### src/rtl/tfs_pkg.sv
package tfs_pkg;
  localparam int unsigned BYTE_W = 8;

  typedef logic [BYTE_W-1:0] tbyte_t;

  typedef struct packed {
    tbyte_t hi;
    tbyte_t lo;
  } reading_t;

  localparam tbyte_t FAULT_HI = 8'h80;
  localparam tbyte_t FAULT_LO = 8'h00;
endpackage

### src/rtl/tfs_rst_sync.sv
module tfs_rst_sync #(
  parameter int unsigned STAGES = 2
) (
  input  logic clk,
  input  logic rst_n_async,
  output logic rst_n_sync
);
  localparam int unsigned SW = (STAGES < 2) ? 2 : STAGES;

  logic [SW-1:0] sync_q;
  logic [SW-1:0] sync_d;

  always_comb begin
    sync_d = {sync_q[SW-2:0], 1'b1};
  end

  always_ff @(posedge clk or negedge rst_n_async) begin
    if (!rst_n_async) begin
      sync_q <= '0;
    end else begin
      sync_q <= sync_d;
    end
  end

  assign rst_n_sync = sync_q[SW-1];
endmodule

### src/rtl/tfs_fault_resolve.sv
module tfs_fault_resolve #(
  parameter int unsigned NCH    = 4,
  parameter int unsigned PAIR_A = 2,
  parameter int unsigned PAIR_B = 3
) (
  input  logic           clk,
  input  logic           rst_n,
  input  logic           apd_mode,
  input  logic [NCH-1:0] open_det,
  input  logic [NCH-1:0] short_det,
  output logic [NCH-1:0] fault_eff
);
  // A short on either diode of the pair shorts the shared wire pair.
  logic pair_short;
  assign pair_short = short_det[PAIR_A] | short_det[PAIR_B];

  generate
    for (genvar g = 0; g < NCH; g++) begin : g_ch
      if (g == PAIR_A || g == PAIR_B) begin : g_pair
        assign fault_eff[g] = open_det[g] | (apd_mode ? pair_short : short_det[g]);
      end else begin : g_single
        assign fault_eff[g] = open_det[g] | short_det[g];
      end
    end
  endgenerate

  // shared short marks both pair channels
  assert_apd_share_R6: assert property (@(posedge clk) disable iff (!rst_n)
    (apd_mode && (short_det[PAIR_A] || short_det[PAIR_B]))
      |-> (fault_eff[PAIR_A] && fault_eff[PAIR_B]));

  // open on one pair member stays local
  assert_apd_open_local_R6: assert property (@(posedge clk) disable iff (!rst_n)
    (apd_mode && open_det[PAIR_A] && !open_det[PAIR_B]
      && !short_det[PAIR_A] && !short_det[PAIR_B])
      |-> !fault_eff[PAIR_B]);

  // with pair mode off, channel B's short does not reach channel A
  assert_apd_off_R7: assert property (@(posedge clk) disable iff (!rst_n)
    (!apd_mode && short_det[PAIR_B] && !open_det[PAIR_A] && !short_det[PAIR_A])
      |-> !fault_eff[PAIR_A]);
endmodule

### src/rtl/tfs_chan_report.sv
module tfs_chan_report
  import tfs_pkg::*;
(
  input  logic   clk,
  input  logic   rst_n,
  input  logic   done,
  input  logic   fault,
  input  tbyte_t meas_hi,
  input  tbyte_t meas_lo,
  output tbyte_t rpt_hi,
  output tbyte_t rpt_lo
);
  reading_t rd_q;
  reading_t rd_d;

  always_comb begin
    if (fault) begin
      rd_d.hi = FAULT_HI;
      rd_d.lo = FAULT_LO;
    end else begin
      rd_d.hi = meas_hi;
      rd_d.lo = meas_lo;
    end
  end

  always_ff @(posedge clk or negedge rst_n) begin
    if (!rst_n) begin
      rd_q <= '0;
    end else if (done) begin
      rd_q <= rd_d;
    end
  end

  assign rpt_hi = rd_q.hi;
  assign rpt_lo = rd_q.lo;

  // reading frozen between strobes
  assert_hold_R4: assert property (@(posedge clk) disable iff (!rst_n)
    !done |=> ($stable(rpt_hi) && $stable(rpt_lo)));

  // faulted strobe leaves the sentinel
  assert_sentinel_R3: assert property (@(posedge clk) disable iff (!rst_n)
    (done && fault) |=> (rpt_hi == 8'h80 && rpt_lo == 8'h00));

  // clean strobe passes the measured bytes
  assert_pass_R2: assert property (@(posedge clk) disable iff (!rst_n)
    (done && !fault) |=> (rpt_hi == $past(meas_hi) && rpt_lo == $past(meas_lo)));
endmodule

### src/rtl/tfs_fault_status.sv
module tfs_fault_status #(
  parameter int unsigned NCH = 4
) (
  input  logic           clk,
  input  logic           rst_n,
  input  logic [NCH-1:0] set_req,
  input  logic [NCH-1:0] live,
  input  logic           stat_rd,
  output logic [NCH-1:0] fault_bits,
  output logic           fault_any
);
  logic [NCH-1:0] bits_q;
  logic [NCH-1:0] bits_d;
  logic [NCH-1:0] clr_mask;
  logic           upd_en;

  always_comb begin
    clr_mask = stat_rd ? ~live : '0;
    bits_d   = (bits_q & ~clr_mask) | set_req;
    upd_en   = stat_rd | (|set_req);
  end

  always_ff @(posedge clk or negedge rst_n) begin
    if (!rst_n) begin
      bits_q <= '0;
    end else if (upd_en) begin
      bits_q <= bits_d;
    end
  end

  assign fault_bits = bits_q;
  assign fault_any  = |bits_q;

  generate
    for (genvar g = 0; g < NCH; g++) begin : g_chk
      // faulted strobe sets the bit
      assert_set_R5: assert property (@(posedge clk) disable iff (!rst_n)
        set_req[g] |=> fault_bits[g]);

      // read with fault gone clears the bit
      assert_clear_R8: assert property (@(posedge clk) disable iff (!rst_n)
        (stat_rd && !live[g] && !set_req[g]) |=> !fault_bits[g]);

      // read with fault present keeps the bit
      assert_keep_R8: assert property (@(posedge clk) disable iff (!rst_n)
        (stat_rd && live[g] && fault_bits[g]) |=> fault_bits[g]);

      // a bit only rises after a set request
      assert_norise_R9: assert property (@(posedge clk) disable iff (!rst_n)
        $rose(fault_bits[g]) |-> $past(set_req[g]));
    end
  endgenerate

  // summary rises only from a set request
  assert_any_R5: assert property (@(posedge clk) disable iff (!rst_n)
    $rose(fault_any) |-> $past(|set_req));
endmodule

### src/rtl/temp_fault_subst.sv
module temp_fault_subst
  import tfs_pkg::*;
#(
  parameter int unsigned NCH    = 4,
  parameter int unsigned PAIR_A = 2,
  parameter int unsigned PAIR_B = 3
) (
  input  logic                  clk,
  input  logic                  rst_n,
  input  logic                  apd_mode,
  input  logic [NCH-1:0]        conv_done,
  input  logic [NCH*BYTE_W-1:0] meas_hi,
  input  logic [NCH*BYTE_W-1:0] meas_lo,
  input  logic [NCH-1:0]        open_det,
  input  logic [NCH-1:0]        short_det,
  input  logic                  fstat_rd,
  output logic [NCH*BYTE_W-1:0] rpt_hi,
  output logic [NCH*BYTE_W-1:0] rpt_lo,
  output logic [NCH-1:0]        fault_bits,
  output logic                  fault_any
);
  localparam int unsigned BW = BYTE_W;

  logic           rst_n_s;
  logic [NCH-1:0] fault_eff;
  logic [NCH-1:0] set_req;

  tfs_rst_sync #(.STAGES(2)) u_rst (
    .clk         (clk),
    .rst_n_async (rst_n),
    .rst_n_sync  (rst_n_s)
  );

  tfs_fault_resolve #(.NCH(NCH), .PAIR_A(PAIR_A), .PAIR_B(PAIR_B)) u_resolve (
    .clk       (clk),
    .rst_n     (rst_n_s),
    .apd_mode  (apd_mode),
    .open_det  (open_det),
    .short_det (short_det),
    .fault_eff (fault_eff)
  );

  generate
    for (genvar g = 0; g < NCH; g++) begin : g_chan
      tfs_chan_report u_rep (
        .clk     (clk),
        .rst_n   (rst_n_s),
        .done    (conv_done[g]),
        .fault   (fault_eff[g]),
        .meas_hi (meas_hi[g*BW +: BW]),
        .meas_lo (meas_lo[g*BW +: BW]),
        .rpt_hi  (rpt_hi[g*BW +: BW]),
        .rpt_lo  (rpt_lo[g*BW +: BW])
      );
    end
  endgenerate

  assign set_req = conv_done & fault_eff;

  tfs_fault_status #(.NCH(NCH)) u_status (
    .clk        (clk),
    .rst_n      (rst_n_s),
    .set_req    (set_req),
    .live       (fault_eff),
    .stat_rd    (fstat_rd),
    .fault_bits (fault_bits),
    .fault_any  (fault_any)
  );
endmodule

### config.mk
export PLATFORM = sky130hd
export DESIGN_NAME = temp_fault_subst
export DESIGN_NICKNAME = d
export VERILOG_FILES = /design/src/rtl/tfs_pkg.sv /design/src/rtl/tfs_rst_sync.sv /design/src/rtl/tfs_fault_resolve.sv /design/src/rtl/tfs_chan_report.sv /design/src/rtl/tfs_fault_status.sv /design/src/rtl/temp_fault_subst.sv
export SDC_FILE = /design/constraint.sdc
export NUM_CORES = 1
export LEC_CHECK = 0
export ABC_AREA = 0
export ABC_CLOCK_PERIOD_IN_PS = 3600
export BUFFER_PORTS_ARGS = -buffer_cell sky130_fd_sc_hd__buf_2
export CAP_MARGIN = 20
export CORE_MARGIN = 2
export CORE_UTILIZATION = 40
export DETAILED_ROUTE_END_ITERATION = 8
export PLACE_DENSITY = 0.71
export SYNTH_ARGS = -nofsm -noshare
export SYNTH_HDL_FRONTEND = slang
export SYNTH_HIERARCHICAL = 1
export SYNTH_SLANG_ARGS = --single-unit
### constraint.sdc
create_clock -name clk -period 3.6 [get_ports clk]
set_input_delay 0.54 -clock clk [delete_from_list [all_inputs] [get_ports clk]]
set_output_delay 0.54 -clock clk [all_outputs]
set_load 0.02 [all_outputs]
==> impl_metrics.ini <==
[global_route]
first_global_vias = 2311
grt_first_pass_wirelength_um = 10850
grt_use_total_pct = 16.29
grt_max_degree = 34
grt-ovfl-total = 0
antenna_found_initial = 0

[detailed_routing]
viasPerCell = 4.505
drtIter0Drc = 106
dr.pass1.iters = 4
route.vias.total = 2460
drc = 0
ant_nets = 0
wl_per_cell_um = 11.94
routed_wl_um = 6518

[die]
die_w_um = 90.97
dieArea_um2 = 8276
die_h_um = 90.97
io_pins = 149
core_area_um2 = 7292
rows = 31
initial_core_util_pct = 41.49

[synth]
yosys.area.top_type = dfrtp_1
seq_area_frac_synth_pct = 57.90
synth_edf_count = 0
ys.flop_type = dfrtp_1
synthTopCellsByCount = 70 x dfrtp_1, 60 x inv_1, 60 x nand3b_1, 36 x o21ai_1, 24 x o21ai_0
yosys.area.top_type_share_pct = 57.90
syn_area_um2 = 3025
synth.distinct_cells = 18
synthArstFlopShare_pct = 100.0
syn_nets = 376
syn_inst = 296
yosys_register_bits = 70
ys_top_cells_by_area = dfrtp_1 58%, nand3b_1 15%, inv_1 7.4%
synth.most_common_cell = dfrtp_1
synth_warnings = 6
avgSynthCellArea_um2 = 10.22

[clock_tree]
cts_tree = built
cts-htree-levels = 3
clock_path_buffers = 2
clkSinkCount = 70
cts-root-buf = clkbuf_8
numCtsBuffers = 9
clkTransAtPathRegs_ns = 0.07
clkLatencyLatePin_ns = 0.33
cts_resized = 0

[power]
leakagePower_nw = 2.001
p_per_area_nw_per_um2 = 428.8
vdd_drop_max_uv = 179.5

[sta]
timing.final.hold_violations = 0
timing.fmax_ghz = 0.5166
min_period_over_period_pct = 53.77
setup_viol = 0
tightest_slew_ns = 0.6205
slew_headroom_pct = 58.63
rsz0062_at_grt = false
finalCriticalPeriod_ns = 1.936
slew_violations = 0
clock_skew_ns = 0.006383
tns_ns = 0

[placed_design]
routabilityCongestion = 0.7232
io_buffers = 148
dp.final_hpwl_um = 4657

[setup_path]
cp.arrival_ns = 1.40
max_stage_delay_ns = 0.51
end_kind = output pin
cp-start-kind = flop
worstPathMaxFanout = 3
rr_startpoint = u_rst/sync_q[1]$_DFF_PN0_
slowest_stage = or4_1
critical_path_class = reg -> out
critPathTopFamily = simple AND/OR/NAND/NOR gates
r2r_cells = 1
reg2reg_setup_slack_ns = 2.60
r2r_end = g_chan[0].u_rep/rpt_hi[0]$_DFFE_PN0P_
cp.buffers_inverters = 1
required_ns = 3.06
crit_chain = or4_1 -> buf_2

[run_status]
outcome = finished clean

[cells_and_area]
fillers = 729
fin_nets = 522
diodes = 0
utilization_pct = 55.08
area_growth_pct = 32.75
drive_above_1_share_pct = 39.60

[min_path]
hp-class = reg -> async

[flow_run]
maxCapViolations = 0
-- cells in the final DEF (no fill, tap or decap) --
master,instances
a211o_1,2
buf_2,148
dlygate4sd3_1,1
nand3b_1,60
clkbuf_8,11
o21ai_0,24
inv_1,60
dfrtp_1,69
dfrtp_2,1
buf_4,2
clkinv_2,3
nand2b_1,4
conb_1,1
bufinv_16,1
a21o_2,1
a21o_1,3
clkbuf_1,1
nor2_2,4
nor2_1,4
or2_2,2
a21oi_2,4
o21ai_1,36
or4_1,1
and2_1,4
-- area by class of cell --
cell class | instances | area [um^2] | area share (%)
clock buffers | 12 | 155.1 | 3.863
clock inverters | 4 | 45.04 | 1.121
inverters | 60 | 225.2 | 5.607
multi-input cells | 150 | 948.4 | 23.61
flip-flops and latches | 70 | 1753 | 43.64
well taps | 99 | 123.9 | 3.084
repair buffers | 151 | 765.7 | 19.07
-- how the worst max path moves through the flow --
| stage | cells after the start | endpoint | from |
|---|---|---|---|
| finish | 2 | fault_any | u_status/fault_bits[1]$_DFFE_PN0P_ |
| global route | 2 | fault_any | u_status/fault_bits[1]$_DFFE_PN0P_ |
| detailed placement | 4 | u_status/fault_bits[3]$_DFFE_PN0P_ | apd_mode |
| floorplan | 0 | g_chan[0].u_rep/rpt_hi[0]$_DFFE_PN0P_ | u_rst/sync_q[1]$_DFF_PN0_ |
| global placement | 4 | u_status/fault_bits[3]$_DFFE_PN0P_ | apd_mode |
| CTS | 2 | fault_any | u_status/fault_bits[1]$_DFFE_PN0P_ |
-- cells by family (layout without fill, tap and decap cells) --
family                 Yosys count  count (layout)  synth area share (%)
AO/OA/AOI/OAI                   70              70                 12.70
buffers and inverters           76             227                 10.75
flip-flops                      70              70                 57.90
other                            1               1                0.1240
AND/OR/NAND/NOR                 79              79                 18.53
-- what timing repair did --
action / in CTS / in global routing
hold endpoints to repair: 2 / 0
setup buffers: 0 / 0
hold buffers: 1 / 0
endpoints found under the setup margin: 0 / 0
-- power by group --
| group | total (mW) | internal, mW | switching [mW] |
|---|---|---|---|
| clock | 0.624 | 0.355 | 0.270 |
| sequential | 0.858 | 0.829 | 0.0286 |
| combinational | 0.240 | 0.0959 | 0.144 |
| total | 1.72 | 1.28 | 0.442 |
-- registers in the layout, summed over array words and instances (netlist names) --
| register | count |
|---|---|
| g_chan.u_rep/rpt_hi | 32 |
| u_status/fault_bits | 4 |
| u_rst/sync_q | 2 |
| g_chan.u_rep/rpt_lo | 32 |
-- per-stage QoR --
stage               hold slack, ns  power (mW)  cells  instance area [um^2]  setup slack, ns
floorplan                   0.2444       1.010    296                  3025            1.506
finish                      0.2830       1.722    546                  4016            1.664
CTS                         0.3159       1.755    546                  4016            1.647
global route                0.3535       1.820    546                  4016            1.587
global placement            0.3150       1.111    529                  3806            1.966
detailed placement          0.3181       1.116    529                  3806            1.954
-- metal layers --
layer / share of wire, % / vias to the layer above / global-route usage (%) / wire [um]
met1: 47 / 1112 / 22.70 / 3061
met2: 45 / 89 / 24.81 / 2912
met3: 7.1 / 9 / 4.149 / 460
li1: - / 1250 / - / -
met4: 1.3 / 0 / 5.682 / 83
met5: 0 / - / 0 / 0
Note: power is estimated with default switching activity, not from simulation.
